## config.mk

```make
export PLATFORM = sky130hd
export DESIGN_NAME = spike_train_encoder
export DESIGN_NICKNAME = d
export VERILOG_FILES = /design/src/rtl/spk_pkg.sv /design/src/rtl/spk_divider.sv /design/src/rtl/spk_channel.sv /design/src/rtl/spike_train_encoder.sv
export SDC_FILE = /design/constraint.sdc
export NUM_CORES = 2
export LEC_CHECK = 0
export ABC_AREA = 1
export ABC_CLOCK_PERIOD_IN_PS = 6300
export BUFFER_PORTS_ARGS = -buffer_cell sky130_fd_sc_hd__buf_2
export CAP_MARGIN = 10
export CORE_ASPECT_RATIO = 1.75
export CORE_UTILIZATION = 41
export CTS_CLUSTER_SIZE = 10
export DETAILED_ROUTE_END_ITERATION = 12
export PLACE_DENSITY_LB_ADDON = 0.08
export SLEW_MARGIN = 10
export SYNTH_ARGS = -nofsm -noshare
export SYNTH_HDL_FRONTEND = slang
export SYNTH_SLANG_ARGS = --single-unit
```

## constraint.sdc

```tcl
create_clock -name clk -period 6.3 [get_ports clk]
set_input_delay 0.63 -clock clk [delete_from_list [all_inputs] [get_ports clk]]
set_output_delay 0.63 -clock clk [all_outputs]
set_load 0.02 [all_outputs]
```

## src/rtl/spk_pkg.sv

```systemverilog
package spk_pkg;
  typedef enum logic [1:0] {
    ST_IDLE = 2'd0,
    ST_DIV  = 2'd1,
    ST_RUN  = 2'd2,
    ST_DONE = 2'd3
  } enc_state_t;
endpackage

```

## src/rtl/spk_divider.sv

```systemverilog
// Restoring divider, one quotient bit per cycle.
module spk_divider #(
  parameter int NUM_W = 21,
  parameter int DEN_W = 12
) (
  input  logic             clk,
  input  logic             rst_n,
  input  logic             start_i,
  input  logic [NUM_W-1:0] num_i,
  input  logic [DEN_W-1:0] den_i,
  output logic [NUM_W-1:0] quot_o,
  output logic             done_o
);
  localparam int IT_W = $clog2(NUM_W + 1);

  logic [NUM_W-1:0] dvd_q, dvd_d;
  logic [DEN_W-1:0] rem_q, rem_d, den_q, den_d;
  logic [IT_W-1:0]  it_q, it_d;
  logic             busy_q, busy_d, done_q, done_d;
  logic [DEN_W:0]   shifted;

  always_comb begin
    dvd_d   = dvd_q;
    rem_d   = rem_q;
    den_d   = den_q;
    it_d    = it_q;
    busy_d  = busy_q;
    done_d  = 1'b0;
    shifted = {rem_q, dvd_q[NUM_W-1]};
    if (start_i) begin
      dvd_d  = num_i;
      rem_d  = '0;
      den_d  = den_i;
      it_d   = IT_W'(NUM_W);
      busy_d = 1'b1;
    end else if (busy_q) begin
      if (shifted >= {1'b0, den_q}) begin
        rem_d = DEN_W'(shifted - {1'b0, den_q});
        dvd_d = {dvd_q[NUM_W-2:0], 1'b1};
      end else begin
        rem_d = shifted[DEN_W-1:0];
        dvd_d = {dvd_q[NUM_W-2:0], 1'b0};
      end
      it_d = it_q - 1'b1;
      if (it_q == IT_W'(1)) begin
        busy_d = 1'b0;
        done_d = 1'b1;
      end
    end
  end

  always_ff @(posedge clk or negedge rst_n) begin
    if (!rst_n) begin
      dvd_q  <= '0;
      rem_q  <= '0;
      den_q  <= '0;
      it_q   <= '0;
      busy_q <= 1'b0;
      done_q <= 1'b0;
    end else begin
      dvd_q  <= dvd_d;
      rem_q  <= rem_d;
      den_q  <= den_d;
      it_q   <= it_d;
      busy_q <= busy_d;
      done_q <= done_d;
    end
  end

  assign quot_o = dvd_q;
  assign done_o = done_q;

  // a division is never started with a zero divisor
  assert_nonzero_den_R4: assert property (@(posedge clk) disable iff (!rst_n)
    start_i |-> (den_i != '0));
  // a start is never issued while a division is still running
  assert_no_restart_R2: assert property (@(posedge clk) disable iff (!rst_n)
    busy_q |-> !start_i);
endmodule

```

## src/rtl/spk_channel.sv

```systemverilog
// One channel: remaining-spike counter plus selection-sampling decision.
module spk_channel #(
  parameter int          CNT_W = 8,
  parameter logic [15:0] SEED  = 16'h0001
) (
  input  logic             clk,
  input  logic             rst_n,
  input  logic             clear_i,
  input  logic             load_i,
  input  logic [CNT_W-1:0] cnt_i,
  input  logic             step_i,
  input  logic [CNT_W-1:0] slots_left_i,
  output logic             spike_o
);
  localparam int RND_W = 16;

  logic [RND_W-1:0]       lfsr_q, lfsr_d;
  logic [CNT_W-1:0]       left_q, left_d;
  logic [RND_W+CNT_W-1:0] prod;
  logic [CNT_W-1:0]       scaled;
  logic                   fire;

  always_comb begin
    prod   = {{CNT_W{1'b0}}, lfsr_q} * {{RND_W{1'b0}}, slots_left_i};
    scaled = prod[RND_W +: CNT_W];
    fire   = step_i && (scaled < left_q);
    left_d = left_q;
    lfsr_d = lfsr_q;
    if (clear_i)     left_d = '0;
    else if (load_i) left_d = cnt_i;
    else if (fire)   left_d = left_q - 1'b1;
    if (step_i)
      lfsr_d = {lfsr_q[RND_W-2:0], lfsr_q[15] ^ lfsr_q[14] ^ lfsr_q[12] ^ lfsr_q[3]};
  end

  always_ff @(posedge clk or negedge rst_n) begin
    if (!rst_n) begin
      lfsr_q <= SEED;
      left_q <= '0;
    end else begin
      lfsr_q <= lfsr_d;
      left_q <= left_d;
    end
  end

  assign spike_o = fire;

  // the remaining spikes always fit into the remaining slots
  assert_fits_R3: assert property (@(posedge clk) disable iff (!rst_n)
    step_i |-> (left_q <= slots_left_i));
  // every allotted spike has been emitted after the last slot
  assert_all_emitted_R2: assert property (@(posedge clk) disable iff (!rst_n)
    (step_i && slots_left_i == CNT_W'(1)) |=> (left_q == '0));
  // the generator never locks up at zero
  assert_lfsr_live_R10: assert property (@(posedge clk) disable iff (!rst_n)
    lfsr_q != '0);
endmodule

```

## src/rtl/spike_train_encoder.sv

```systemverilog
module spike_train_encoder #(
  parameter int NUM_CH       = 4,
  parameter int VAL_W        = 8,
  parameter int NUM_SLOTS    = 128,
  parameter int SPIKE_BUDGET = 2000
) (
  input  logic                    clk,
  input  logic                    rst_n,
  input  logic                    load_i,
  input  logic [NUM_CH*VAL_W-1:0] values_i,
  output logic [NUM_CH-1:0]       spikes_o,
  output logic                    slot_valid_o,
  output logic                    done_o
);
  import spk_pkg::*;

  localparam int SUM_W = VAL_W + $clog2(NUM_CH) + 1;
  localparam int DEN_W = SUM_W + 1;
  localparam int BUD_W = $clog2(SPIKE_BUDGET + 1);
  localparam int NUM_W = BUD_W + VAL_W + 2;
  localparam int CNT_W = $clog2(NUM_SLOTS + 1);
  localparam int IDX_W = (NUM_CH > 1) ? $clog2(NUM_CH) : 1;

  enc_state_t              state_q, state_d;
  logic [IDX_W-1:0]        ch_q, ch_d;
  logic [CNT_W-1:0]        slot_q, slot_d;
  logic [NUM_CH*VAL_W-1:0] vals_q, vals_d;
  logic [SUM_W-1:0]        sum_q, sum_d, in_sum;
  logic                    go_q, go_d, clr;
  logic [NUM_W-1:0]        num, quot;
  logic [CNT_W-1:0]        cnt_clamped, slots_left;
  logic                    div_done, running;

  always_comb begin
    in_sum = '0;
    for (int i = 0; i < NUM_CH; i++)
      in_sum = in_sum + SUM_W'(values_i[i*VAL_W +: VAL_W]);
  end

  always_comb begin
    state_d = state_q;
    ch_d    = ch_q;
    slot_d  = slot_q;
    vals_d  = vals_q;
    sum_d   = sum_q;
    go_d    = 1'b0;
    clr     = 1'b0;
    case (state_q)
      ST_IDLE: if (load_i) begin
        vals_d = values_i;
        sum_d  = in_sum;
        clr    = 1'b1;
        ch_d   = '0;
        slot_d = '0;
        if (in_sum == '0) state_d = ST_RUN;
        else begin
          state_d = ST_DIV;
          go_d    = 1'b1;
        end
      end
      ST_DIV: if (div_done) begin
        if (ch_q == IDX_W'(NUM_CH - 1)) state_d = ST_RUN;
        else begin
          ch_d = ch_q + 1'b1;
          go_d = 1'b1;
        end
      end
      ST_RUN: begin
        slot_d = slot_q + 1'b1;
        if (slot_q == CNT_W'(NUM_SLOTS - 1)) state_d = ST_DONE;
      end
      default: state_d = ST_IDLE;
    endcase
  end

  always_ff @(posedge clk or negedge rst_n) begin
    if (!rst_n) begin
      state_q <= ST_IDLE;
      ch_q    <= '0;
      slot_q  <= '0;
      vals_q  <= '0;
      sum_q   <= '0;
      go_q    <= 1'b0;
    end else begin
      state_q <= state_d;
      ch_q    <= ch_d;
      slot_q  <= slot_d;
      vals_q  <= vals_d;
      sum_q   <= sum_d;
      go_q    <= go_d;
    end
  end

  // Rounded share: (2*budget*v + sum) / (2*sum)
  assign num = ((NUM_W'(SPIKE_BUDGET) * NUM_W'(vals_q[ch_q*VAL_W +: VAL_W])) << 1)
             + NUM_W'(sum_q);

  spk_divider #(.NUM_W(NUM_W), .DEN_W(DEN_W)) u_div (
    .clk     (clk),
    .rst_n   (rst_n),
    .start_i (go_q),
    .num_i   (num),
    .den_i   ({sum_q, 1'b0}),
    .quot_o  (quot),
    .done_o  (div_done)
  );

  assign cnt_clamped = (quot > NUM_W'(NUM_SLOTS)) ? CNT_W'(NUM_SLOTS) : CNT_W'(quot);
  assign running     = (state_q == ST_RUN);
  assign slots_left  = CNT_W'(NUM_SLOTS) - slot_q;

  for (genvar g = 0; g < NUM_CH; g++) begin : g_ch
    localparam logic [15:0] CH_SEED = 16'((32'h0000ACE1 ^ (32'h9E37 * (g + 1))) | 32'h1);
    spk_channel #(.CNT_W(CNT_W), .SEED(CH_SEED)) u_ch (
      .clk          (clk),
      .rst_n        (rst_n),
      .clear_i      (clr),
      .load_i       (div_done && (state_q == ST_DIV) && (ch_q == IDX_W'(g))),
      .cnt_i        (cnt_clamped),
      .step_i       (running),
      .slots_left_i (slots_left),
      .spike_o      (spikes_o[g])
    );
  end

  assign slot_valid_o = running;
  assign done_o       = (state_q == ST_DONE);

  // no spike outside a slot
  assert_spike_in_slot_R6: assert property (@(posedge clk) disable iff (!rst_n)
    (spikes_o != '0) |-> slot_valid_o);
  // done follows the last slot and lasts one cycle
  assert_done_after_window_R7: assert property (@(posedge clk) disable iff (!rst_n)
    $fell(slot_valid_o) |-> done_o);
  assert_done_single_R7: assert property (@(posedge clk) disable iff (!rst_n)
    done_o |=> !done_o);
  // a load while busy leaves the captured vector alone
  assert_busy_load_ignored_R8: assert property (@(posedge clk) disable iff (!rst_n)
    (state_q != ST_IDLE && load_i) |=> $stable(vals_q));
endmodule

```

==> results by group <==
Status
  • Status: complete, but fails checks
  • Failing checks: negative setup slack

Floorplan
  • Rows: around 130
  • Die height: approximately 350 um
  • Full die area: between 60000 and 70000 um2
  • Core area: 66600 um2
  • # IOs: between 40 and 50
  • Die extent in x: between 150 and 200 um
  • Initial core utilization: 41.6%

Synth
  • Top cells by count, synth: nand2_1, inv_1, nor2_1
  • Yosys reg bits: 201
  • Netlist cell types: between 50 and 60
  • Register area share after synthesis: between 10% and 20%
  • Ys Warns: 0
  • Post-synth EDFFs: 0
  • Yosys top cell by area: fa_1
  • Netlist area before placement: ~28000 um2
  • Largest cells by area after synthesis: fa_1, dfrtp_1, ha_1
  • Ys async rst share: 100%
  • Post-Synthesis Cells: approximately 3600
  • Most used DFF post-synth: dfrtp_1
  • Yosys top cell area share: approximately 27%
  • Synth Net Count: 4274
  • Syn avg cell area: 7.70 um2
  • Cell with the most instances after synthesis: nand2_1

Global route
  • GRT overflow: 0
  • Largest net degree at the start of global routing: about 160
  • First-pass GRT wire length: 131000 um
  • GRT Util Overall: roughly a quarter
  • Antenna violations before repair: 0
  • Vias in the first global route: 25604

Worst hold path
  • Min-delay src: values_i[22]
  • Min-Delay Path Class: in -> reg
  • WHS Endpoint: vals_q[22]
  • WHS Path Cells: 3

Timing
  • Period utilization: 118%
  • Final setup skew: 0.0268 ns
  • Fin. max-slew vios: 0
  • Maximum clock frequency: 135 MHz
  • Final Hold Violating Endpoints: 0
  • Worst Slack Setup Final: -1.13 ns
  • Fin crit period: between 7 and 8 ns
  • Worst rel slew slack: 37.0%
  • RSZ-0062 raised after global routing: true
  • Final setup viols: 36
  • Slew @ Worst Pin: around 0.94 ns

Placement
  • Gpl congestion: between 0.8 and 0.9
  • Port bufs: 40
  • Post-DP HPWL: approximately 64000 um
  • Placed inst area: ~31000 um2

CTS
  • H-tree Lvls: 1
  • Cts bufs inserted: 25
  • Root Buffer: clkbuf_16
  • TritonCTS Sinks: around 200
  • CTS tree: done
  • Clock Path Buffers: 3
  • Clock latency on the worst-skew pair: a little under 0.6 ns
  • Clk slew on worst S/H paths: roughly 0.050 ns

Routing
  • Drt total wl: 80400 um
  • DRC Markers: 0
  • DR pass1 iterations: 8
  • 1st-iter DRT viols: approximately 1000
  • Vias per std cell: between 5 and 6
  • DR WL/cell: ~17 um
  • Vias: about 24000
  • Post-DRT Antenna Nets: 0

Worst setup path
  • Critical R2R Capture: g_ch[0].u_ch.left_q[2]
  • Startpoint type of the worst setup path: flop
  • Worst-path maximum fanout: 5
  • Reg2reg setup slack: -1.03 ns
  • Cells on worst reg2reg path: 45
  • CP Class: reg -> out
  • Worst r2r src: slot_q[0]
  • Crit-path slowest cell: fa_1
  • Crit. End Element: primary output
  • Critical path arrival: 6.80 ns
  • CP peak stage delay: between 0.5 and 0.6 ns
  • Worst Path Required: approximately 5.7 ns

Finish
  • Ant. Diodes: 0
  • P&R area growth vs syn: 20.5%
  • Final net count: about 4500
  • Fin area: around 33000 um2
  • Layout cells sized above 1: between 10% and 20%

Run
  • Max-cap violations: 0
## metal layers
metal  GRT usage [%]  vias to the layer above  part of all wire, %
li1                -                    11447                    -
met1            25.2                    11789                   35
met2            48.0                      440                   57
met3            1.70                      172                  2.5
met4            12.4                        0                  5.4
met5               0                        -                    0
## repair_timing
action | in CTS | in global routing
hold buffers | 1 | 0
gates resized for setup | 182 | 62
endpoints found under the setup margin | 36 | 36
buffers inserted | 31 | 17
cloned | 8 | 0
hold endpoints to repair | 29 | 0
pin swaps | 112 | 36
## stage by stage
| stage | std cells | setup TNS [ns] | utilization, % | worst slack (ns) | hold slack (ns) |
|---|---|---|---|---|---|
| 2_1_floorplan | 3598 | -0.733 | - | -0.223 | 0.334 |
| 5_1_grt | 4766 | -28.65 | 50.1 | -1.46 | 0.306 |
| 3_3_place_gp | 4667 | -9.80 | 46.5 | -0.722 | 0.458 |
| 4_1_cts | 4750 | -7.27 | 49.6 | -1.06 | 0.273 |
| 3_5_place_dp | 4667 | -12.56 | 46.5 | -0.763 | 0.461 |
| 6_report | 4766 | -16.17 | 50.1 | -1.13 | 0.297 |
## worst max-delay path, delay by kind of cell, from the launching register on
| kind | cells | cell delay [ns] |
|---|---|---|
| and+or+nand+nor | 15 | 1.52 |
| DFF | 1 | 0.42 |
| AOI/OAI and AO/OA | 7 | 1.20 |
| adders and majority gates | 6 | 2.46 |
| buffers and inverters | 7 | 0.66 |
## area by class of cell
cell class | instances | area (um2)
clock buffer | 42 | 699
clock inverter | 3 | 90.1
fill | 6680 | 33200
inverter | 745 | 2810
multi-input combinational | 2535 | 20500
sequential | 201 | 5070
tap | 889 | 1110
timing repair buffer | 351 | 3100
## cells by family after synthesis
| family | synth area share, % |
|---|---|
| flops | 18.3 |
| xor+xnor | 2.21 |
| compound gates | 7.71 |
| simple gates | 20.9 |
| fa+ha+maj | 39.0 |
| buf+inv | 11.9 |
## cell usage in the layout, fill, tap and decap left out, drive strengths merged, types with 14 or more instances in the layout
cell / netlist / routed
a21oi: 129 / 129
fa: 372 / 372
dfrtp: 168 / 168
o221ai: 14 / 14
nand3: 109 / 109
nand2: 888 / 888
nor2: 391 / 391
nand4: 15 / 15
nor3: 29 / 29
ha: 269 / 269
xnor2: 31 / 31
buf: 47 / 349
o21ai: 181 / 181
clkbuf: 70 / 42
o22ai: 21 / 21
xor2: 35 / 35
inv: 743 / 743
dfstp: 33 / 33
## registers in the layout, summed over array words and instances, names as in the netlist
signal	cells
u_div.quot_o	21
u_div.done_o	1
slot_q	8
vals_q	32
u_div.busy_q	1
g_ch.u_ch.lfsr_q	64
ch_q	2
sum_q	10
u_div.den_q	10
state_q	2
g_ch.u_ch.left_q	32
go_q	1
u_div.rem_q	12
u_div.it_q	5
## worst max-delay path by stage
stage | endpoint | cells after the start | startpoint | slack, ns
after floorplan | spikes_o[0] | 38 | slot_q[0] | -0.22
after global placement | spikes_o[0] | 38 | slot_q[0] | -0.72
after detailed placement | spikes_o[0] | 38 | slot_q[0] | -0.76
after CTS | spikes_o[0] | 39 | slot_q[0] | -1.06
after global routing | spikes_o[0] | 35 | slot_q[0] | -1.46
final | spikes_o[0] | 35 | slot_q[0] | -1.13
Power is not shown: default switching activity piles up to over one toggle a cycle in this logic, so the estimate is an artifact.
